## src/rtl/rtc_pkg.sv

```systemverilog
package rtc_pkg;

    typedef enum logic [1:0] {
        ST_OFF    = 2'd0,
        ST_SETTLE = 2'd1,
        ST_STABLE = 2'd2
    } rtc_state_e;

    typedef enum logic [1:0] {
        SEL_HALF_SEC = 2'd0,
        SEL_SEC      = 2'd1,
        SEL_HALF_MIN = 2'd2,
        SEL_MIN      = 2'd3
    } rtc_sel_e;

    localparam logic [1:0] ADDR_STAT = 2'd0;
    localparam logic [1:0] ADDR_CTRL = 2'd1;
    localparam logic [1:0] ADDR_IRQ  = 2'd2;

endpackage

```

## src/rtl/rtc_prescale.sv

```systemverilog
module rtc_prescale #(
    parameter int DIV_W = 15
) (
    input  logic clk,
    input  logic rst_n,
    input  logic run,
    input  logic restart,
    input  logic tick,
    output logic half_ev,
    output logic sec_ev
);
    localparam int LOW_W = DIV_W - 1;

    logic [DIV_W-1:0] div_q;

    always_ff @(posedge clk or negedge rst_n) begin
        if (!rst_n)
            div_q <= '0;
        else if (restart)
            div_q <= '0;
        else if (run && tick)
            div_q <= div_q + 1'b1;
    end

    // Event fires on the tick that toggles the top divider bit.
    assign half_ev = run && tick && !restart && (&div_q[LOW_W-1:0]);
    assign sec_ev  = half_ev && div_q[DIV_W-1];

endmodule

```

## src/rtl/rtc_timekeep.sv

```systemverilog
module rtc_timekeep #(
    parameter int CW    = 6,
    parameter int LIMIT = 59
) (
    input  logic          clk,
    input  logic          rst_n,
    input  logic          restart,
    input  logic          sec_ev,
    output logic [CW-1:0] secs,
    output logic [CW-1:0] mins,
    output logic          half_min_ev,
    output logic          min_ev
);
    localparam logic [CW-1:0] TOP     = CW'(LIMIT);
    localparam logic [CW-1:0] MID_END = CW'((LIMIT + 1) / 2 - 1);

    logic sec_wrap;

    assign sec_wrap    = (secs == TOP);
    assign min_ev      = sec_ev && sec_wrap;
    assign half_min_ev = sec_ev && (sec_wrap || secs == MID_END);

    always_ff @(posedge clk or negedge rst_n) begin
        if (!rst_n) begin
            secs <= '0;
            mins <= '0;
        end else if (restart) begin
            secs <= '0;
            mins <= '0;
        end else if (sec_ev) begin
            if (sec_wrap) begin
                secs <= '0;
                mins <= (mins == TOP) ? '0 : mins + 1'b1;
            end else begin
                secs <= secs + 1'b1;
            end
        end
    end

endmodule

```

## src/rtl/rtc_ctrl.sv

```systemverilog
module rtc_ctrl
    import rtc_pkg::*;
#(
    parameter int STB_TICKS = 1024
) (
    input  logic clk,
    input  logic rst_n,
    input  logic arm,
    input  logic disarm,
    input  logic tick,
    output logic run,
    output logic stable
);
    localparam int SW = $clog2(STB_TICKS + 1);
    localparam logic [SW-1:0] LAST = SW'(STB_TICKS - 1);

    rtc_state_e state_q, state_d;
    logic [SW-1:0] settle_q;

    // State register.
    always_ff @(posedge clk or negedge rst_n) begin
        if (!rst_n)
            state_q <= ST_OFF;
        else
            state_q <= state_d;
    end

    // Settle counter: restarts on every arm write.
    always_ff @(posedge clk or negedge rst_n) begin
        if (!rst_n)
            settle_q <= '0;
        else if (arm || state_q != ST_SETTLE)
            settle_q <= '0;
        else if (tick)
            settle_q <= settle_q + 1'b1;
    end

    // Next state.
    always_comb begin
        state_d = state_q;
        unique case (state_q)
            ST_OFF: begin
                if (arm) state_d = ST_SETTLE;
            end
            ST_SETTLE: begin
                if (disarm)                          state_d = ST_OFF;
                else if (arm)                        state_d = ST_SETTLE;
                else if (tick && settle_q == LAST)   state_d = ST_STABLE;
            end
            ST_STABLE: begin
                if (disarm)   state_d = ST_OFF;
                else if (arm) state_d = ST_SETTLE;
            end
            default: state_d = ST_OFF;
        endcase
    end

    // Outputs.
    always_comb begin
        run    = 1'b0;
        stable = 1'b0;
        unique case (state_q)
            ST_OFF:    ;
            ST_SETTLE: run = 1'b1;
            ST_STABLE: begin
                run    = 1'b1;
                stable = 1'b1;
            end
            default:   ;
        endcase
    end

endmodule

```

## src/rtl/rtc_periph.sv

```systemverilog
module rtc_periph
    import rtc_pkg::*;
#(
    parameter int DIV_W     = 15,
    parameter int STB_TICKS = 1024
) (
    input  logic       clk,
    input  logic       rst_n,
    input  logic       tick,
    input  logic       glb_ie,
    input  logic       bus_wr,
    input  logic [1:0] bus_addr,
    input  logic [7:0] bus_wdata,
    output logic [7:0] bus_rdata,
    output logic       irq,
    output logic       wake
);
    localparam int CW = 6;

    logic          wr_stat, wr_ctrl, wr_irq;
    logic          arm, disarm;
    logic          run_en, stable;
    logic          half_ev, sec_ev, half_min_ev, min_ev;
    logic [CW-1:0] sec_q, min_q;
    rtc_sel_e      sel_q;
    logic          ie_q, flag_q, period_ev;

    assign wr_stat = bus_wr && (bus_addr == ADDR_STAT);
    assign wr_ctrl = bus_wr && (bus_addr == ADDR_CTRL);
    assign wr_irq  = bus_wr && (bus_addr == ADDR_IRQ);
    assign arm     = wr_stat && bus_wdata[7];
    assign disarm  = wr_stat && !bus_wdata[7];

    rtc_ctrl #(.STB_TICKS(STB_TICKS)) u_ctrl (
        .clk    (clk),
        .rst_n  (rst_n),
        .arm    (arm),
        .disarm (disarm),
        .tick   (tick),
        .run    (run_en),
        .stable (stable)
    );

    rtc_prescale #(.DIV_W(DIV_W)) u_pre (
        .clk     (clk),
        .rst_n   (rst_n),
        .run     (run_en),
        .restart (arm),
        .tick    (tick),
        .half_ev (half_ev),
        .sec_ev  (sec_ev)
    );

    rtc_timekeep #(.CW(CW), .LIMIT(59)) u_time (
        .clk         (clk),
        .rst_n       (rst_n),
        .restart     (arm),
        .sec_ev      (sec_ev),
        .secs        (sec_q),
        .mins        (min_q),
        .half_min_ev (half_min_ev),
        .min_ev      (min_ev)
    );

    always_comb begin
        unique case (sel_q)
            SEL_HALF_SEC: period_ev = half_ev;
            SEL_SEC:      period_ev = sec_ev;
            SEL_HALF_MIN: period_ev = half_min_ev;
            SEL_MIN:      period_ev = min_ev;
            default:      period_ev = 1'b0;
        endcase
    end

    always_ff @(posedge clk or negedge rst_n) begin
        if (!rst_n) begin
            sel_q  <= SEL_HALF_SEC;
            ie_q   <= 1'b0;
            flag_q <= 1'b0;
        end else begin
            if (wr_ctrl) sel_q <= rtc_sel_e'(bus_wdata[7:6]);
            if (wr_irq)  ie_q  <= bus_wdata[0];
            // Event set takes priority over a software clear.
            if (period_ev)
                flag_q <= 1'b1;
            else if (wr_irq && !bus_wdata[1])
                flag_q <= 1'b0;
        end
    end

    always_comb begin
        unique case (bus_addr)
            ADDR_STAT: bus_rdata = {run_en, stable, sec_q};
            ADDR_CTRL: bus_rdata = {sel_q, min_q};
            ADDR_IRQ:  bus_rdata = {6'b0, flag_q, ie_q};
            default:   bus_rdata = 8'h00;
        endcase
    end

    assign irq  = flag_q && ie_q && glb_ie;
    assign wake = irq;

endmodule

```

## config.mk

```make
export PLATFORM = sky130hd
export DESIGN_NAME = rtc_periph
export DESIGN_NICKNAME = d
export VERILOG_FILES = /design/src/rtl/rtc_pkg.sv /design/src/rtl/rtc_prescale.sv /design/src/rtl/rtc_timekeep.sv /design/src/rtl/rtc_ctrl.sv /design/src/rtl/rtc_periph.sv
export SDC_FILE = /design/constraint.sdc
export NUM_CORES = 1
export LEC_CHECK = 0
export ABC_AREA = 1
export ABC_CLOCK_PERIOD_IN_PS = 1700
export BUFFER_PORTS_ARGS = -buffer_cell sky130_fd_sc_hd__clkbuf_2
export CAP_MARGIN = 20
export CORE_MARGIN = 3
export CORE_UTILIZATION = 43
export CTS_CLUSTER_SIZE = 12
export DETAILED_ROUTE_END_ITERATION = 6
export PLACE_DENSITY_LB_ADDON = 0.12
export SLEW_MARGIN = 20
export SYNTH_ARGS = -nofsm -noshare
export SYNTH_HDL_FRONTEND = slang
export SYNTH_SLANG_ARGS = --single-unit
export TNS_END_PERCENT = 1
```

## constraint.sdc

```tcl
create_clock -name clk -period 1.7 [get_ports clk]
set_input_delay 0 -clock clk [delete_from_list [all_inputs] [get_ports clk]]
set_output_delay 0 -clock clk [all_outputs]
set_load 0.1 [all_outputs]
```

Word-level counts from Yosys, hierarchy flattened. Index checks and enable logic that the tools add are counted.

Add/subtract/negate cells: 4. Eq/ne operators: 13. Multiplexer cells: 23. Reduce and logical (&&, ||, !) cells: 31.

Operators by type and width (count): 2-to-1 mux 6 bit (7); 2-to-1 mux 15 bit (2); one-hot mux 8 bit (3 select lines) (1); 2-to-1 mux 11 bit (2); adder 15 x 1 -> 15 bit, second input constant (1); logical AND 1 bit (15); AND reduction 14 bit (1); adder 6 x 1 -> 6 bit, second input constant (2); equality test 6 bit, second input constant (2); adder 11 x 1 -> 11 bit, second input constant (1); equality test 11 x 10 -> 1 bit, second input constant (1); 2-to-1 mux 2 bit (5); nonzero test 2 bit (5); equality test 2 bit, second input constant (4); equality test 2 x 1 -> 1 bit, second input constant (3); equality test 6 x 5 -> 1 bit, second input constant (1); logical NOT 2 bit (3); one-hot mux 2 bit (3 select lines) (1); 2-to-1 mux 1 bit (4); != test 4 x 2 -> 1 bit, second input constant (1); one-hot mux 1 bit (4 select lines) (1); logical NOT 1 bit (3); logical OR 1 bit (2); != test 2 x 1 -> 1 bit, second input constant (1); other kinds (2) (2).

Bits in registers: 44. Bits of input ports: 15. Logic and storage cells: 79.

Logic depth before layout (Yosys ltp).
Depth after elaboration: 10. Mapped depth: 11. Gate-level depth less buffers: 11.

Modules after synthesis. From an unflattened synthesis, not the netlist that was laid out.

Cells, all modules: 371. Area, all modules: 2773.9 µm².

By module, submodules not included: rtc_prescale (instances 1, cells an instance 118, area an instance 879.6 µm²); rtc_ctrl (instances 1, cells an instance 103, area an instance 785.8 µm²); rtc_timekeep (instances 1, cells an instance 87, area an instance 710.7 µm²); rtc_periph (instances 1, cells an instance 63, area an instance 397.9 µm²).

Worst setup path after synthesis. No wires, ideal clock.

Kind: reg-to-output. From: reg u_time.secs[2]. To: out bus_rdata[2]. Arrival: 2579 ps. Required time: 1700 ps. Slack: -879 ps. Stages on the path, launching flop included: 3. Path buffers: 0. Cell sequence: dfrtp_1 > inv_1 > o21ai_0.

Longest elaborated chain between the ends: 1.

Ends and longest elaborated chain: start: declaration (RTL line rtc_timekeep.sv:9) `output logic [CW-1:0] secs,`; start signal: assignment (RTL line rtc_timekeep.sv:35) `secs <= secs + 1'b1;`; one-hot mux 8 bit (3 select lines) (RTL line rtc_periph.sv:92) `unique case (bus_addr)`; end: declaration (RTL line rtc_periph.sv:14) `output logic [7:0] bus_rdata,`.

Every way passes these cells.

Worst setup path after layout.
From: reg u_ctrl.state_q[1]. To: reg u_time.secs[5].

Longest elaborated chain between the ends: 8. Elaborated cells on any way between the ends: 9.

Ends and longest elaborated chain: start: declaration (RTL line rtc_ctrl.sv:17) `rtc_state_e state_q, state_d;`; start signal: assignment (RTL line rtc_ctrl.sv:25) `state_q <= state_d;`; equality test 2 x 1 -> 1 bit or equality test 2 bit (tied branches) (RTL line rtc_ctrl.sv:62) `unique case (state_q)`; OR reduction 2 bit (no source line) (*); 2-to-1 mux 1 bit (*) (RTL line rtc_ctrl.sv:62); logical AND 1 bit (*) (3 in series) (RTL line rtc_prescale.sv:26) `assign half_ev = run && tick && !restart && (&div_q[LOW_W-1:0]);`; logical AND 1 bit (*) (RTL line rtc_prescale.sv:27) `assign sec_ev = half_ev && div_q[DIV_W-1];`; nonzero test 2 bit (no source line) (*).

Every way passes the cells marked *; elsewhere a longest branch is shown, timed or not. A chain may end at the register's enable or synchronous reset.

==> results.md <==
- Outcome: complete, no violations
- Die area: ~0.0075 mm²
- N_diodes: 0
- DP Wirelength: about 4600 µm
- First-pass GRT wire length: 11100 µm
- Slew @ Worst Pin: around 0.54 ns
- Total Routing Usage GR: between 10% and 20%
- Leak: approximately 1.7 nW
- WHS: 0.0616 ns
- Clock latency on the worst-skew pair: 0.30 ns
- Io pins: 25
- Area leader, netlist: dfrtp_1
- Detailed Route WL: slightly above 6000 µm
- Critical path required time: about 1.9 ns
- Gr ovfl total: 0
- Register area share after synthesis: between 30% and 40%
- Clock tree from TritonCTS: done
- Htree depth: 2
- Post-synth top cells: nand2_1, inv_1, nor2_1
- CTS Buf Count: 5
- Worst setup SP type: register
- Clk slew on worst S/H paths: roughly 0.08 ns
- Die width: 86.5 µm
- Synth Cell Area: about 0.0028 mm²
- CP max FO: 5
- Fin util: between 50% and 60%
- Clock Tree Buf Depth: 2
- Max transition margin: 64.0%
- Port bufs: 20
- Area delta synth->final: 15.4%
- Core area: between 0.006 and 0.007 mm²
- Final ANT Viol Nets: 0
- Largest net degree at the start of global routing: 25
- Fin nets: around 450
- Vias per Instance: approximately 5
- Height of the die: between 80 and 90 µm
- Pins over their slew limit: 0
- Avg Inst Size Synth: between 7 and 8 µm²
- Starting Density: a little under half
- F_max: approximately 640 MHz
- Yosys warns: 0
- Worst VDD drop: between 0.6 and 0.7 mV
- Ys flop type: dfrtp_1
- GPL Wtd Cong: approximately 0.81
- Worst setup EP type: register
- Antenna violations before repair: 0
- Fraction of registers with async set/reset: 100%
- Largest cells by area after synthesis: dfrtp_1, nand2_1, inv_1
- Placed cells: ~480
- Crit-path cells: inv_1, ha_4, nand2_8, nor2_8, nand2_2, nor2_4, nand2_1, nor2_4, nand2_1, o21ai_0
- Final hold vios: 0
- Final Setup Violations: 0
- Max capacitance violation total: 0
- Clock Sinks: 44
- Vias in the first global route: ~2.4k
- Tmin final: 1.57 ns
- Fin crit share: 92.3%
- Fin cells: approximately 500
- Hold/Removal Path Class: primary input to register
- Layout cells sized above 1: 15.1%
- Post-Synthesis Net Count: between 400 and 500
- Most frequent cell after synthesis: nand2_1
- Unrepaired setup endpoints after global routing: true
- First-pass DRT Iterations: 4
- Post-DP Area: ~0.003 mm²
- Clock skew: 0.00474 ns
- Critical path's slowest cell: dfrtp_1
- Post-synth top area share: between 30 and 40%
- Routed length per instance: about 12 µm
- Root buf cell: clkbuf_8
- Post-synth EDFFs: 0
- Seq cells post-synth: between 40 and 50
- Post-synthesis cell count: 384
- CP Data Arrival Time: 1.79 ns
- Drt drc: 0
- Iteration-0 DRC Markers: 140
- Count of cell types in the netlist: 35
- Slowest stage delay, CP: approximately 0.35 ns
- Pwr Density: 848 mW/mm²
- Crit Path Class: register to register
- Post-layout instance area: roughly 0.0032 mm²
- Vias: 2455
- # rows: 28
==> sequential cells by signal, summed over array words and instances, names as in the netlist <==
| signal | count |
|---|---|
| flag_q | 1 |
| ie_q | 1 |
| u_time.secs | 6 |
| u_pre.div_q | 15 |
| sel_q | 2 |
| u_time.mins | 6 |
| u_ctrl.state_q | 2 |
| u_ctrl.settle_q | 11 |
==> per-stage QoR <==
stage | setup WS, ns | total power [W] | TNS (ns)
after CTS | 0.000670 | 0.00274 | 0
after global placement | 0.0529 | 0.00200 | 0
after detailed placement | 0.000993 | 0.00201 | 0
final | 0.131 | 0.00272 | 0
after floorplan | -0.201 | 0.00179 | -0.798
after global routing | -0.0284 | 0.00291 | -0.102
==> routing by layer <==
layer | track usage (%) | share of wire (%)
met1 | 27.1 | 53
met2 | 27.5 | 43
met3 | 3.52 | 2.9
met4 | 4.67 | 0.82
met5 | 0 | 0
==> worst max-delay path: cells and delay by family (launching register included) <==
family / cells / cell delay, ns
compound gates: 1 / 0.07
fa+ha+maj: 1 / 0.30
buf+inv: 1 / 0.08
flops: 1 / 0.35
simple gates: 7 / 0.69
==> final cells by class <==
| class | count | area [µm²] |
|---|---|---|
| clock buffers | 6 | 82.6 |
| clock inverters | 2 | 10.0 |
| fillers | 604 | 2880 |
| inverters | 57 | 215 |
| multi-input cells | 278 | 1450 |
| flip-flops and latches | 44 | 1100 |
| well taps | 75 | 93.8 |
| repair buffers | 37 | 262 |
==> path summary, 6_finish.rpt <==
check / endpoint / depth (start not counted) / slack, ns / startpoint
max: u_time.secs[5] / 10 / 0.13 / u_ctrl.state_q[1]
max reg2reg: u_time.secs[5] / 10 / 0.13 / u_ctrl.state_q[1]
min in group asynchronous: u_ctrl.settle_q[7] / 2 / 0.18 / rst_n
min: sel_q[0] / 3 / 0.06 / bus_wr
max in group asynchronous: u_time.mins[0] / 3 / 0.93 / rst_n
min reg2reg: u_time.mins[5] / 2 / 0.51 / u_time.mins[5]
==> power by group <==
| part | switching (W) | internal (W) |
|---|---|---|
| sequential | 0.000110 | 0.00115 |
| clock | 0.000371 | 0.000325 |
| combinational | 0.000499 | 0.000274 |
==> kinds of logic (layout without fill, tap and decap cells) <==
family	Yosys count	in the layout	synth area share [%]
multiplexers	2	2	0.809
AND/OR/NAND/NOR	220	220	36.3
adder cells (fa/ha/maj)	9	9	4.04
flip-flops	44	44	39.5
AO/OA/AOI/OAI	41	41	7.91
XOR/XNOR	6	6	1.89
buffers and inverters	62	102	9.48
==> timing repair <==
item | in CTS | in global routing
resized for setup | 1 | 4
setup buffers | 0 | 2
setup endpoints to repair | 4 | 21
hold buffers | 5 | 0
pin swaps | 0 | 2
endpoints found under the hold margin | 19 | 0
==> cell usage in the layout (no fill, tap or decap), types with 2 or more instances in the layout <==
master	synthesis	layout
nand3b_1	2	2
nand3_1	37	37
xnor2_1	3	3
dlygate4sd3_1	0	5
nor2_2	4	3
nand2_1	99	99
ha_1	9	8
nand2_4	1	2
nor2_1	50	50
o21ai_1	3	6
clkbuf_2	0	18
a21oi_1	13	13
dfrtp_1	44	44
o211ai_1	2	2
nor3_1	11	11
buf_4	2	12
inv_1	55	55
clkinv_2	1	3
clkbuf_8	0	6
nor2_4	3	4
xor2_1	3	3
o21ai_0	18	15
mux2_2	2	2
nand2_2	5	4
No activity file was read; power rests on OpenSTA's default activity.
